### config.mk
export PLATFORM = sky130hd
export DESIGN_NAME = testRegFile
export DESIGN_NICKNAME = d
export VERILOG_FILES = /design/src/rtl/trfPkg.sv /design/src/rtl/trfCtrl.sv /design/src/rtl/trfData.sv /design/src/rtl/testRegFile.sv
export SDC_FILE = /design/constraint.sdc
export NUM_CORES = 1
export LEC_CHECK = 0
export CORE_AREA = 5 5 454 456
export CTS_CLUSTER_DIAMETER = 200
export DETAILED_ROUTE_END_ITERATION = 8
export DIE_AREA = 0 0 459 461
export PLACE_DENSITY_LB_ADDON = 0.25
export SLEW_MARGIN = 20
export SYNTH_ARGS = -nofsm -noshare
export SYNTH_HDL_FRONTEND = slang
export SYNTH_SLANG_ARGS = --single-unit
### constraint.sdc
create_clock -name clk -period 4.4 [get_ports clk]
set_input_delay 0.44 -clock clk [delete_from_list [all_inputs] [get_ports clk]]
set_output_delay 0.44 -clock clk [all_outputs]
set_load 0.05 [all_outputs]
### src/rtl/trfPkg.sv
package trfPkg;
  localparam int NUM_CH   = 2;
  localparam int CH_IW    = $clog2(NUM_CH);
  localparam int DATA_W   = 32;
  localparam int ADDR_W   = 14;
  localparam int PARAM_W  = 48;
  localparam int HI_W     = PARAM_W - DATA_W;
  localparam int CMD_W    = 3;
  localparam int PATT_W   = 3;
  localparam int RATE_W   = 7;
  localparam int SUBQ_N   = 16;
  localparam int SUBQ_IW  = $clog2(SUBQ_N);
  localparam int COMPQ_N  = 4;
  localparam int COMPQ_IW = $clog2(COMPQ_N);
  localparam int MEM_AW   = 11;

  localparam logic [CMD_W-1:0] CMD_WRITE = 3'b010;
  localparam logic [CMD_W-1:0] CMD_READ  = 3'b011;
  localparam logic [CMD_W-1:0] CMD_RSV_A = 3'b101;
  localparam logic [CMD_W-1:0] CMD_RSV_B = 3'b111;

  typedef enum logic [2:0] {
    RG_NONE, RG_CHAN, RG_IDEN, RG_CTM, RG_QUEUE, RG_SHARED
  } region_e;

  typedef enum logic [2:0] {
    CF_ADRL, CF_ADRH, CF_LENL, CF_LENH, CF_CMD, CF_PATT, CF_RATE, CF_NONE
  } ctlField_e;

  typedef struct packed {
    logic [NUM_CH-1:0]  chWr;
    ctlField_e          field;
    logic [NUM_CH-1:0]  cmdOk;
    logic               subqWr;
    logic [SUBQ_IW-1:0] subqIdx;
    logic               toutWr;
    logic               rdCap1;
    logic               rdCap2;
    region_e            rdRegion;
    logic [CH_IW-1:0]   rdCh;
  } strobe_t;

  function automatic logic cmdLegal(input int ch, input logic [CMD_W-1:0] code);
    if (ch == 0) return !(code == CMD_RSV_A || code == CMD_RSV_B);
    return (code == CMD_WRITE) || (code == CMD_READ);
  endfunction
endpackage

### src/rtl/trfCtrl.sv
module trfCtrl
  import trfPkg::*;
(
  input  logic              clk,
  input  logic              rstN,
  input  logic              regWrEn,
  input  logic [ADDR_W-1:0] regAddr,
  input  logic [CMD_W-1:0]  wrCode,
  input  logic              regRdReq,
  output strobe_t           str,
  output logic              regRdValid,
  output logic              ctmWrEn,
  output logic [MEM_AW-1:0] memWordAddr
);
  region_e          region;
  logic [CH_IW-1:0] chIdx;
  ctlField_e        field;
  logic [NUM_CH-1:0] chWr;
  logic [NUM_CH-1:0] cmdOk;

  logic             rdStage1Q;
  logic             rdValidQ;
  region_e          rdRegionQ;
  logic [CH_IW-1:0] rdChQ;

  always_comb begin
    region = RG_NONE;
    chIdx  = '0;
    if (regAddr[13]) begin
      region = RG_SHARED;
    end else begin
      unique case (regAddr[12:11])
        2'b01:   region = RG_IDEN;
        2'b10:   region = RG_CTM;
        2'b11:   region = RG_QUEUE;
        default: begin
          if (regAddr[10:8] == 3'b000) begin
            region = RG_CHAN;
            chIdx  = regAddr[7 +: CH_IW];
          end
        end
      endcase
    end
  end

  always_comb begin
    field = CF_NONE;
    if (region == RG_CHAN && !regAddr[6] && regAddr[5:3] == 3'b000) begin
      field = ctlField_e'(regAddr[2:0]);
    end
  end

  for (genvar c = 0; c < NUM_CH; c++) begin : gChDec
    assign chWr[c]  = regWrEn && (region == RG_CHAN) && (chIdx == CH_IW'(c))
                      && (field != CF_NONE);
    assign cmdOk[c] = chWr[c] && (field == CF_CMD) && cmdLegal(c, wrCode);
  end

  always_ff @(posedge clk or negedge rstN) begin
    if (!rstN) begin
      rdStage1Q <= 1'b0;
      rdValidQ  <= 1'b0;
      rdRegionQ <= RG_NONE;
      rdChQ     <= '0;
    end else begin
      rdStage1Q <= regRdReq;
      rdValidQ  <= rdStage1Q;
      if (regRdReq) begin
        rdRegionQ <= region;
        rdChQ     <= chIdx;
      end
    end
  end

  always_comb begin
    str          = '0;
    str.chWr     = chWr;
    str.field    = field;
    str.cmdOk    = cmdOk;
    str.subqWr   = regWrEn && (region == RG_QUEUE) && (regAddr[10:4] == 7'd0);
    str.subqIdx  = regAddr[SUBQ_IW-1:0];
    str.toutWr   = regWrEn && (region == RG_SHARED) && (regAddr[12:0] == 13'd0);
    str.rdCap1   = regRdReq;
    str.rdCap2   = rdStage1Q;
    str.rdRegion = rdRegionQ;
    str.rdCh     = rdChQ;
  end

  assign regRdValid  = rdValidQ;
  assign ctmWrEn     = regWrEn && (region == RG_CTM);
  assign memWordAddr = regAddr[MEM_AW-1:0];
endmodule

### src/rtl/trfData.sv
module trfData
  import trfPkg::*;
(
  input  logic                            clk,
  input  logic                            rstN,
  input  strobe_t                         str,
  input  logic [ADDR_W-1:0]               regAddr,
  input  logic [DATA_W-1:0]               regWrData,
  output logic [DATA_W-1:0]               regRdData,
  output logic [NUM_CH-1:0][PARAM_W-1:0]  chStartAddr,
  output logic [NUM_CH-1:0][PARAM_W-1:0]  chLen,
  output logic [NUM_CH-1:0][CMD_W-1:0]    chCmdCode,
  output logic [NUM_CH-1:0]               chCmdReq,
  output logic [NUM_CH-1:0][PATT_W-1:0]   chPattern,
  output logic [NUM_CH-1:0][RATE_W-1:0]   chRate,
  input  logic [NUM_CH-1:0]               chBusy,
  input  logic [NUM_CH-1:0]               chError,
  input  logic [NUM_CH-1:0]               chVerifyFail,
  input  logic [NUM_CH-1:0][DATA_W-1:0]   chErrType,
  input  logic [DATA_W-1:0]               idenRdData,
  input  logic [DATA_W-1:0]               ctmRdData,
  output logic [SUBQ_N-1:0][DATA_W-1:0]   ctmSubmQ,
  input  logic [COMPQ_N-1:0][DATA_W-1:0]  ctmCompQ,
  output logic [DATA_W-1:0]               timeoutSet,
  input  logic                            linkUp,
  input  logic [1:0]                      linkSpeed,
  input  logic [3:0]                      linkWidth,
  input  logic [4:0]                      ltssmState
);
  localparam logic [8:0]  COMPQ_BASE = 9'h010;
  localparam logic [12:0] LINK_WORD  = 13'h0040;

  logic [NUM_CH-1:0][DATA_W-1:0] chWordQ;
  logic [DATA_W-1:0] queueWordQ;
  logic [DATA_W-1:0] sharedWordQ;
  logic [DATA_W-1:0] rdDataQ;
  logic [SUBQ_N-1:0][DATA_W-1:0] subqQ;
  logic [DATA_W-1:0] toutQ;

  for (genvar c = 0; c < NUM_CH; c++) begin : gCh
    logic [PARAM_W-1:0] addrQ;
    logic [PARAM_W-1:0] lenQ;
    logic [CMD_W-1:0]   codeQ;
    logic               reqQ;
    logic [PATT_W-1:0]  pattQ;
    logic [RATE_W-1:0]  rateQ;
    logic [DATA_W-1:0]  wordD;

    always_ff @(posedge clk or negedge rstN) begin
      if (!rstN) begin
        addrQ <= '0;
        lenQ  <= '0;
        codeQ <= '0;
        reqQ  <= 1'b0;
        pattQ <= '0;
        rateQ <= '0;
      end else begin
        reqQ <= str.cmdOk[c];
        if (str.chWr[c]) begin
          unique case (str.field)
            CF_ADRL: addrQ[DATA_W-1:0]       <= regWrData;
            CF_ADRH: addrQ[PARAM_W-1:DATA_W] <= regWrData[HI_W-1:0];
            CF_LENL: lenQ[DATA_W-1:0]        <= regWrData;
            CF_LENH: lenQ[PARAM_W-1:DATA_W]  <= regWrData[HI_W-1:0];
            CF_CMD:  if (str.cmdOk[c]) codeQ <= regWrData[CMD_W-1:0];
            CF_PATT: pattQ <= regWrData[PATT_W-1:0];
            CF_RATE: rateQ <= regWrData[RATE_W-1:0];
            default: ;
          endcase
        end
      end
    end

    // First mux level: word inside this channel's status block
    always_comb begin
      wordD = '0;
      if (regAddr[6] && regAddr[5:1] == 5'd0) begin
        wordD = regAddr[0] ? chErrType[c]
                           : {{(DATA_W-3){1'b0}}, chVerifyFail[c], chError[c], chBusy[c]};
      end
    end

    always_ff @(posedge clk or negedge rstN) begin
      if (!rstN)           chWordQ[c] <= '0;
      else if (str.rdCap1) chWordQ[c] <= wordD;
    end

    assign chStartAddr[c] = addrQ;
    assign chLen[c]       = lenQ;
    assign chCmdCode[c]   = codeQ;
    assign chCmdReq[c]    = reqQ;
    assign chPattern[c]   = pattQ;
    assign chRate[c]      = rateQ;
  end

  always_ff @(posedge clk or negedge rstN) begin
    if (!rstN) begin
      subqQ <= '0;
      toutQ <= '0;
    end else begin
      if (str.subqWr) subqQ[str.subqIdx] <= regWrData;
      if (str.toutWr) toutQ <= regWrData;
    end
  end

  always_ff @(posedge clk or negedge rstN) begin
    if (!rstN) begin
      queueWordQ  <= '0;
      sharedWordQ <= '0;
    end else if (str.rdCap1) begin
      queueWordQ  <= (regAddr[10:2] == COMPQ_BASE) ? ctmCompQ[regAddr[COMPQ_IW-1:0]] : '0;
      sharedWordQ <= (regAddr[12:0] == LINK_WORD)
                     ? {{(DATA_W-13){1'b0}}, ltssmState, linkWidth, linkSpeed, 1'b0, linkUp}
                     : '0;
    end
  end

  // Second mux level: pick the submodule recorded with the request
  always_ff @(posedge clk or negedge rstN) begin
    if (!rstN) begin
      rdDataQ <= '0;
    end else if (str.rdCap2) begin
      unique case (str.rdRegion)
        RG_CHAN:   rdDataQ <= chWordQ[str.rdCh];
        RG_IDEN:   rdDataQ <= idenRdData;
        RG_CTM:    rdDataQ <= ctmRdData;
        RG_QUEUE:  rdDataQ <= queueWordQ;
        RG_SHARED: rdDataQ <= sharedWordQ;
        default:   rdDataQ <= '0;
      endcase
    end
  end

  assign regRdData  = rdDataQ;
  assign ctmSubmQ   = subqQ;
  assign timeoutSet = toutQ;
endmodule

### src/rtl/testRegFile.sv
module testRegFile
  import trfPkg::*;
(
  input  logic                            clk,
  input  logic                            rstN,
  input  logic                            regWrEn,
  input  logic [ADDR_W-1:0]               regAddr,
  input  logic [DATA_W-1:0]               regWrData,
  input  logic                            regRdReq,
  output logic [DATA_W-1:0]               regRdData,
  output logic                            regRdValid,
  output logic [NUM_CH-1:0][PARAM_W-1:0]  chStartAddr,
  output logic [NUM_CH-1:0][PARAM_W-1:0]  chLen,
  output logic [NUM_CH-1:0][CMD_W-1:0]    chCmdCode,
  output logic [NUM_CH-1:0]               chCmdReq,
  output logic [NUM_CH-1:0][PATT_W-1:0]   chPattern,
  output logic [NUM_CH-1:0][RATE_W-1:0]   chRate,
  input  logic [NUM_CH-1:0]               chBusy,
  input  logic [NUM_CH-1:0]               chError,
  input  logic [NUM_CH-1:0]               chVerifyFail,
  input  logic [NUM_CH-1:0][DATA_W-1:0]   chErrType,
  output logic [MEM_AW-1:0]               memWordAddr,
  input  logic [DATA_W-1:0]               idenRdData,
  output logic                            ctmWrEn,
  output logic [DATA_W-1:0]               ctmWrData,
  input  logic [DATA_W-1:0]               ctmRdData,
  output logic [SUBQ_N-1:0][DATA_W-1:0]   ctmSubmQ,
  input  logic [COMPQ_N-1:0][DATA_W-1:0]  ctmCompQ,
  output logic [DATA_W-1:0]               timeoutSet,
  input  logic                            linkUp,
  input  logic [1:0]                      linkSpeed,
  input  logic [3:0]                      linkWidth,
  input  logic [4:0]                      ltssmState
);
  strobe_t str;

  trfCtrl uCtrl (
    .clk        (clk),
    .rstN       (rstN),
    .regWrEn    (regWrEn),
    .regAddr    (regAddr),
    .wrCode     (regWrData[CMD_W-1:0]),
    .regRdReq   (regRdReq),
    .str        (str),
    .regRdValid (regRdValid),
    .ctmWrEn    (ctmWrEn),
    .memWordAddr(memWordAddr)
  );

  trfData uData (
    .clk         (clk),
    .rstN        (rstN),
    .str         (str),
    .regAddr     (regAddr),
    .regWrData   (regWrData),
    .regRdData   (regRdData),
    .chStartAddr (chStartAddr),
    .chLen       (chLen),
    .chCmdCode   (chCmdCode),
    .chCmdReq    (chCmdReq),
    .chPattern   (chPattern),
    .chRate      (chRate),
    .chBusy      (chBusy),
    .chError     (chError),
    .chVerifyFail(chVerifyFail),
    .chErrType   (chErrType),
    .idenRdData  (idenRdData),
    .ctmRdData   (ctmRdData),
    .ctmSubmQ    (ctmSubmQ),
    .ctmCompQ    (ctmCompQ),
    .timeoutSet  (timeoutSet),
    .linkUp      (linkUp),
    .linkSpeed   (linkSpeed),
    .linkWidth   (linkWidth),
    .ltssmState  (ltssmState)
  );

  assign ctmWrData = regWrData;
endmodule

======== After elaboration in Yosys (flattened, before gate mapping) ========
Index checks and enable logic that the tools add are counted.
operators by class
  mux-type cells .......................... 21
  order comparisons ....................... 4
  equality and inequality tests ........... 25
  reductions and logical operators ........ 43
  bitwise gates (word level) .............. 1
operators with widths
  cell                                                         number
  bitwise mux 512 bit                                          1
  two-way mux 32 bit                                           9
  one-hot mux 32 bit (5 select lines)                          1
  demux 32 bit (select 4 bit)                                  1
  binary-select mux 32 bit (select 2 bit)                      1
  == test 3 bit (second input constant)                        9
  AND reduction 2 bit                                          12
  == test 3 x 2 -> 1 bit (second input constant)               7
  logical AND 1 bit                                            18
  == test 13 x 7 -> 1 bit (second input constant)              1
  zero test 13 bit                                             1
  two-way mux 13 bit                                           1
  == test 3 x 1 -> 1 bit (second input constant)               3
  == test 9 x 5 -> 1 bit (second input constant)               1
  zero test 3 bit                                              3
  one-hot mux 3 bit (3 select lines)                           1
  zero test 7 bit                                              1
  two-way mux 3 bit                                            2
  AND reduction 3 bit                                          2
  zero test 5 bit                                              1
  less-than comparator 4 x 5 -> 1 bit (second input constant)  1
  == test 2 bit (second input constant)                        2
  >= comparator 4 x 1 -> 1 bit (second input constant)         1
  two-way mux 1 bit                                            4
  other kinds (8)                                              10
storage, ports and cells
  output and inout port bits .............. 841
  register bits after elaboration ......... 930
  word-level logic and storage cells ...... 136
  bits of input ports ..................... 324

======== Longest topological paths before layout ========
  depth after elaboration ................. 13
  gate-level depth with buffers ........... 8
  depth with buffers taken out ............ 6

======== Hierarchy ========
From an unflattened synthesis, not the netlist that was laid out.
unflattened totals
  cell total of the unflattened synthesis .. 2594
  area, all modules ....................... 37035.5 µm²
modules (own cells, without submodules)
  module       instances  cells each  seq. area each (µm²)  area each (µm²)
  trfData      1          2492        22621.7               36139.7
  trfCtrl      1          70          150.1                 655.6
  testRegFile  1          32          0.0                   240.2

======== Worst setup path after synthesis ========
Ideal clock, no wire load.
  path type ............................... input port to flip-flop
  from .................................... in regAddr[11]
  to ...................................... reg uData.gCh[0].addrQ[37]
  setup slack ............................. 1.778 ns
  data arrival time ....................... 2.497 ns
  path buffers ............................ 1
  stages on the path ...................... 7
  data required time ...................... 4.275 ns
  setup time .............................. 0.125 ns
  cell sequence ........................... inv_1 > ha_1 > nor4_2 > nor3b_4 > nor4b_4 > buf_6 > mux2_2
on the way
  word-level cells in the longest chain between the ends .. 10
  elaborated cells on any way between the ends .. 19
  classes of those cells .................. 6 x eq/ne; 5 x mux; 1 x bitwise; 7 x reduce/logical
ends and longest elaborated chain
  element                                                         line                          source
  from (decl)                                                     testRegFile.sv:7              input logic [ADDR_W-1:0] regAddr,
  == test 2 bit / == test 2 x 1 -> 1 bit (equally long branches)  trfCtrl.sv:32                 unique case (regAddr[12:11])
  one-hot mux 3 bit (3 select lines)                              trfCtrl.sv:32
  two-way mux 3 bit                                               trfCtrl.sv:29                 if (regAddr[13]) begin
  == test 3 x 1 -> 1 bit                                          trfCtrl.sv:48, trfCtrl.sv:54
  logical AND 1 bit (2 in series)                                 trfCtrl.sv:48                 if (region == RG_CHAN && !regAddr[6] && regAddr[5:3] == 3'b000) begin
  two-way mux 3 bit                                               trfCtrl.sv:48
  != test 3 bit                                                   trfCtrl.sv:55                 && (field != CF_NONE);
  logical AND 1 bit                                               trfCtrl.sv:55
  AND reduction 2 bit (no line) *                                 --
  to (signal, indexed assignment)                                 trfData.sv:61                 CF_ADRL: addrQ[DATA_W-1:0] <= regWrData;
  to (signal, indexed assignment)                                 trfData.sv:62                 CF_ADRH: addrQ[PARAM_W-1:DATA_W] <= regWrData[HI_W-1:0];
  to (decl)                                                       trfData.sv:41                 logic [PARAM_W-1:0] addrQ;
Mark *: on every way between the ends. The rest lies on a longest branch, timed or not.
A chain may end at the register's enable or synchronous reset.

======== Worst setup path in the final report ========
  from .................................... in regAddr[11]
  to ...................................... out ctmWrEn
on the way
  word-level cells in the longest chain between the ends .. 5
  elaborated cells on any way between the ends .. 7
  classes of those cells .................. 4 x eq/ne; 2 x mux; 1 x reduce/logical
ends and longest elaborated chain
  element                                                         line               source
  == test 2 bit / == test 2 x 1 -> 1 bit (equally long branches)  trfCtrl.sv:32
  one-hot mux 3 bit (3 select lines) *                            trfCtrl.sv:32
  two-way mux 3 bit *                                             trfCtrl.sv:29
  == test 3 x 2 -> 1 bit *                                        trfCtrl.sv:90      assign ctmWrEn = regWrEn && (region == RG_CTM);
  logical AND 1 bit *                                             trfCtrl.sv:90
  to (decl)                                                       testRegFile.sv:24  output logic ctmWrEn,
Marks and branches as above.

==> results_dict.tcl <==
set metrics [dict create \
    hpwlAfterDp_um 138000 \
    initial_core_util_pct 18.2 \
    share_comb_of_total_power_pct 7.8 \
    slew_viol_final 0 \
    outcome "finished clean" \
    grt_max_degree 101 \
    htree_levels 3 \
    final_common_cell "clkdlybuf4s50_1" \
    p_switching_uw 4920 \
    crit_path_max_incr_delay_ns 0.77 \
    tightest_slew_ns 1.19 \
    totalWireLength_um 188000 \
    grtUsageTotal_pct 17.1 \
    fin_hold_ws_ns 0.293 \
    gp_congestion 0.820 \
    setup_ws_ns 0.853 \
    viasPerCell 4.09 \
    avgSynthCellArea_um2 15.5 \
    synthFlopType "dfrtp_1" \
    ctsLongestPathBuffers 3 \
    hold_buffers 1 \
    slowest_stage "clkdlybuf4s50_1" \
    setup_viol 0 \
    cts.sinks 910 \
    yosys.area_share.simple_pct 2.43 \
    syn2layout_area_growth_pct 51.7 \
    maxCapViolations 0 \
    syn-num-nets 2702 \
    seqPwrFrac_pct 44.0 \
    ant_nets 0 \
    post_drt_wl_per_cell_um 29.7 \
    drive_gt1_share_pct 31.2 \
    synthMuxAreaShare_pct 26.6 \
    drt_pass1_iterations 5 \
    synth_compound_area_share_pct 4.87 \
    clk-insertion-delay-late_ns 0.76 \
    num_io_pins 1165 \
    synth_xor_area_share_pct 0 \
    clkPwrFrac_pct 48.2 \
    post-cts-setup-buffers 0 \
    p_int_uw 14300 \
    path_max_fanout 12 \
    antenna_found_initial 40 \
    reg2regPathDepth 4 \
    hold_path.class "in -> reg" \
    totalNegativeSetupSlack_ns 0 \
    fin_crit_sh_pct 80.6 \
    synth_top_family_by_area "multiplexers" \
    switching_share_pct 25.6 \
    drtIter0Drc 1142 \
    critical_path_arrival_ns 3.11 \
    grt_pass1_wl_um 251000 \
    min_path_cells 2 \
    fp.dieW_um 459 \
    synth-seq-cells 910 \
    fin_skew_ns 0.0386 \
    p_per_area_mw_per_mm2 345 \
    slew_headroom_pct 20.6 \
    rows 165 \
    most-common-layout-cells "clkdlybuf4s50_1 (1152), dfrtp_1 (909), mux2_2 (740)" \
    cts_root_buffer "clkbuf_16" \
    cts_made_buffers 110 \
    final_nets 3863 \
    period_needed_ns 3.55 \
    required_ns 3.96 \
    dieArea_mm2 0.212 \
    dpl_worst_slack_ns 0.321 \
    fill_cells 20803 \
    hold_viol_final 0 \
    port_buffers 1164 \
    end_kind "primary output" \
    crit_type "in -> out" \
    leakage_uw 0.0249 \
    post_cts_resized 0 \
    max-vdd-ir-drop_uv 297 \
    cp_cell_sequence "clkdlybuf4s50_1 > inv_1 > ha_1 > nor2b_1 > a211o_2 > buf_4 > and4_1 > buf_12" \
    async_flop_share_pct 100 \
    yosys_warnings 0 \
    synthCells 2375 \
    vias 25840 \
    fmax_ghz 0.282 \
    grt_pass1_vias 27731 \
    rsz0062_at_grt "false" \
    cts_tree "done" \
    clkTransAtPathRegs_ns 0.06 \
    synth_edf_count 0 \
    drc 0 \
    seq_area_frac_synth_pct 62.0 \
    start_kind "input pin" \
    synthDistinctLibCells 51 \
    syn_area_mm2 0.0367 \
    synth_fa_ha_area_share_pct 0.102 \
    fp.coreArea_mm2 0.201 \
    die_y_um 461 \
    grt_overflow 0 \
]
## final cells by class
| cell class | instances | area [um2] | share of cell area, % |
|---|---|---|---|
| Clock buffer | 168 | 3220 | 5.78 |
| Sequential cell | 910 | 22800 | 40.9 |
| Tap cell | 2672 | 3340 | 6.00 |
| Clock inverter | 34 | 479 | 0.861 |
| Timing Repair Buffer | 1294 | 12900 | 23.3 |
| Antenna cell | 20 | 50.0 | 0.0899 |
| Multi-Input combinational cell | 1151 | 12600 | 22.7 |
| Inverter | 69 | 260 | 0.467 |
## synth_stat cells (2+ instances only)
library cell  number  area [um2]
nor4_1             6        37.5
a221oi_1          32         280
nor4_2             5        62.6
buf_1             11        41.3
dfrtp_1          910       22800
nor2_1             9        33.8
or2_2              2        12.5
mux4_2            32         721
clkbuf_1         122         458
mux2_1            31         349
o22a_1             2        17.5
nor3_2             2        20.0
nor2b_1            7        43.8
or3b_2             2        17.5
a22o_1            70         613
mux2_2           740        8330
nand3_1            5        25.0
nand2b_1           5        31.3
nor4b_4            3        71.3
inv_1             68         255
mux2i_1           38         380
o22ai_1           32         200
nor4_4            14         298
buf_4             48         360
nand4_1            5        31.3
a21oi_1            3        15.0
nand2_1           12        45.0
nor3b_1            2        15.0
o2bb2ai_1         70         613
buf_2             63         315
ha_1               3        37.5
nor3_1             2        10.0
## worst max-delay path: cells and delay by family
kind / cells / cell delay, ns
AOI/OAI and AO/OA: 1 / 0.35
buffers and inverters: 4 / 1.46
adders and majority gates: 1 / 0.29
and+or+nand+nor: 2 / 0.53
## per-stage QoR
step                power, uW  area [um2]  instances  utilization [%]
floorplan                9140       36700       2375                -
global placement        10100       51900       6095             25.8
detailed placement      10100       51900       6095             25.8
CTS                     19600       55600       6298             27.6
global route            20000       55700       6305             27.6
finish                  19200       55700       6318             27.7
## power by group through the flow
stage / sequential (uW) / combinational, uW / clock, uW
6_report: 8450 / 1510 / 9270
4_1_cts: 8450 / 1550 / 9640
3_3_place_gp: 8600 / 1540 / 0
5_1_grt: 8450 / 1590 / 9950
2_1_floorplan: 8730 / 411 / 0
3_5_place_dp: 8600 / 1540 / 0
## registers in the layout, summed over array words and instances (netlist names), 2 cells and up
| name | count |
|---|---|
| uData.gCh.rateQ | 14 |
| uData.chWordQ | 64 |
| uCtrl.rdRegionQ | 3 |
| uData.ctmSubmQ | 512 |
| uData.gCh.codeQ | 6 |
| uData.gCh.addrQ | 96 |
| uData.regRdData | 32 |
| uData.sharedWordQ | 12 |
| uData.gCh.reqQ | 2 |
| uData.gCh.pattQ | 6 |
| uData.gCh.lenQ | 96 |
| uData.timeoutSet | 32 |
| uData.queueWordQ | 32 |
## cells by family after synthesis
family                     after synthesis
adders and majority gates                3
AOI/OAI and AO/OA                      213
muxes                                  841
and+or+nand+nor                         94
buffers and inverters                  314
DFF                                    910
## per-layer routing
metal / track usage [%] / up-vias / wire length, um
li1: - / 10899 / -
met1: 19.8 / 13664 / 73200
met2: 29.2 / 1036 / 91000
met3: 6.53 / 227 / 17000
met4: 5.84 / 14 / 6260
met5: 0 / - / 92
## path summary, 6_finish.rpt
kind / endpoint / start / slack, ns
setup / recovery: ctmWrEn / regAddr[11] / 0.85
hold / removal: uData.chWordQ[35]$_DFFE_PN0P_ / chErrType[35] / 0.29
setup reg to reg: uData.regRdData[20]$_DFFE_PN0P_ / uCtrl.rdRegionQ[0]$_DFFE_PN0P_ / 1.58
hold reg to reg: uData.gCh[1].codeQ[1]$_DFFE_PN0P_ / uData.gCh[1].codeQ[1]$_DFFE_PN0P_ / 0.48
max in group asynchronous: uData.ctmSubmQ[402]$_DFFE_PN0P_ / rstN / 2.62
min in group asynchronous: uData.regRdData[21]$_DFFE_PN0P_ / rstN / 0.32
(Power assumes the default switching activity.)
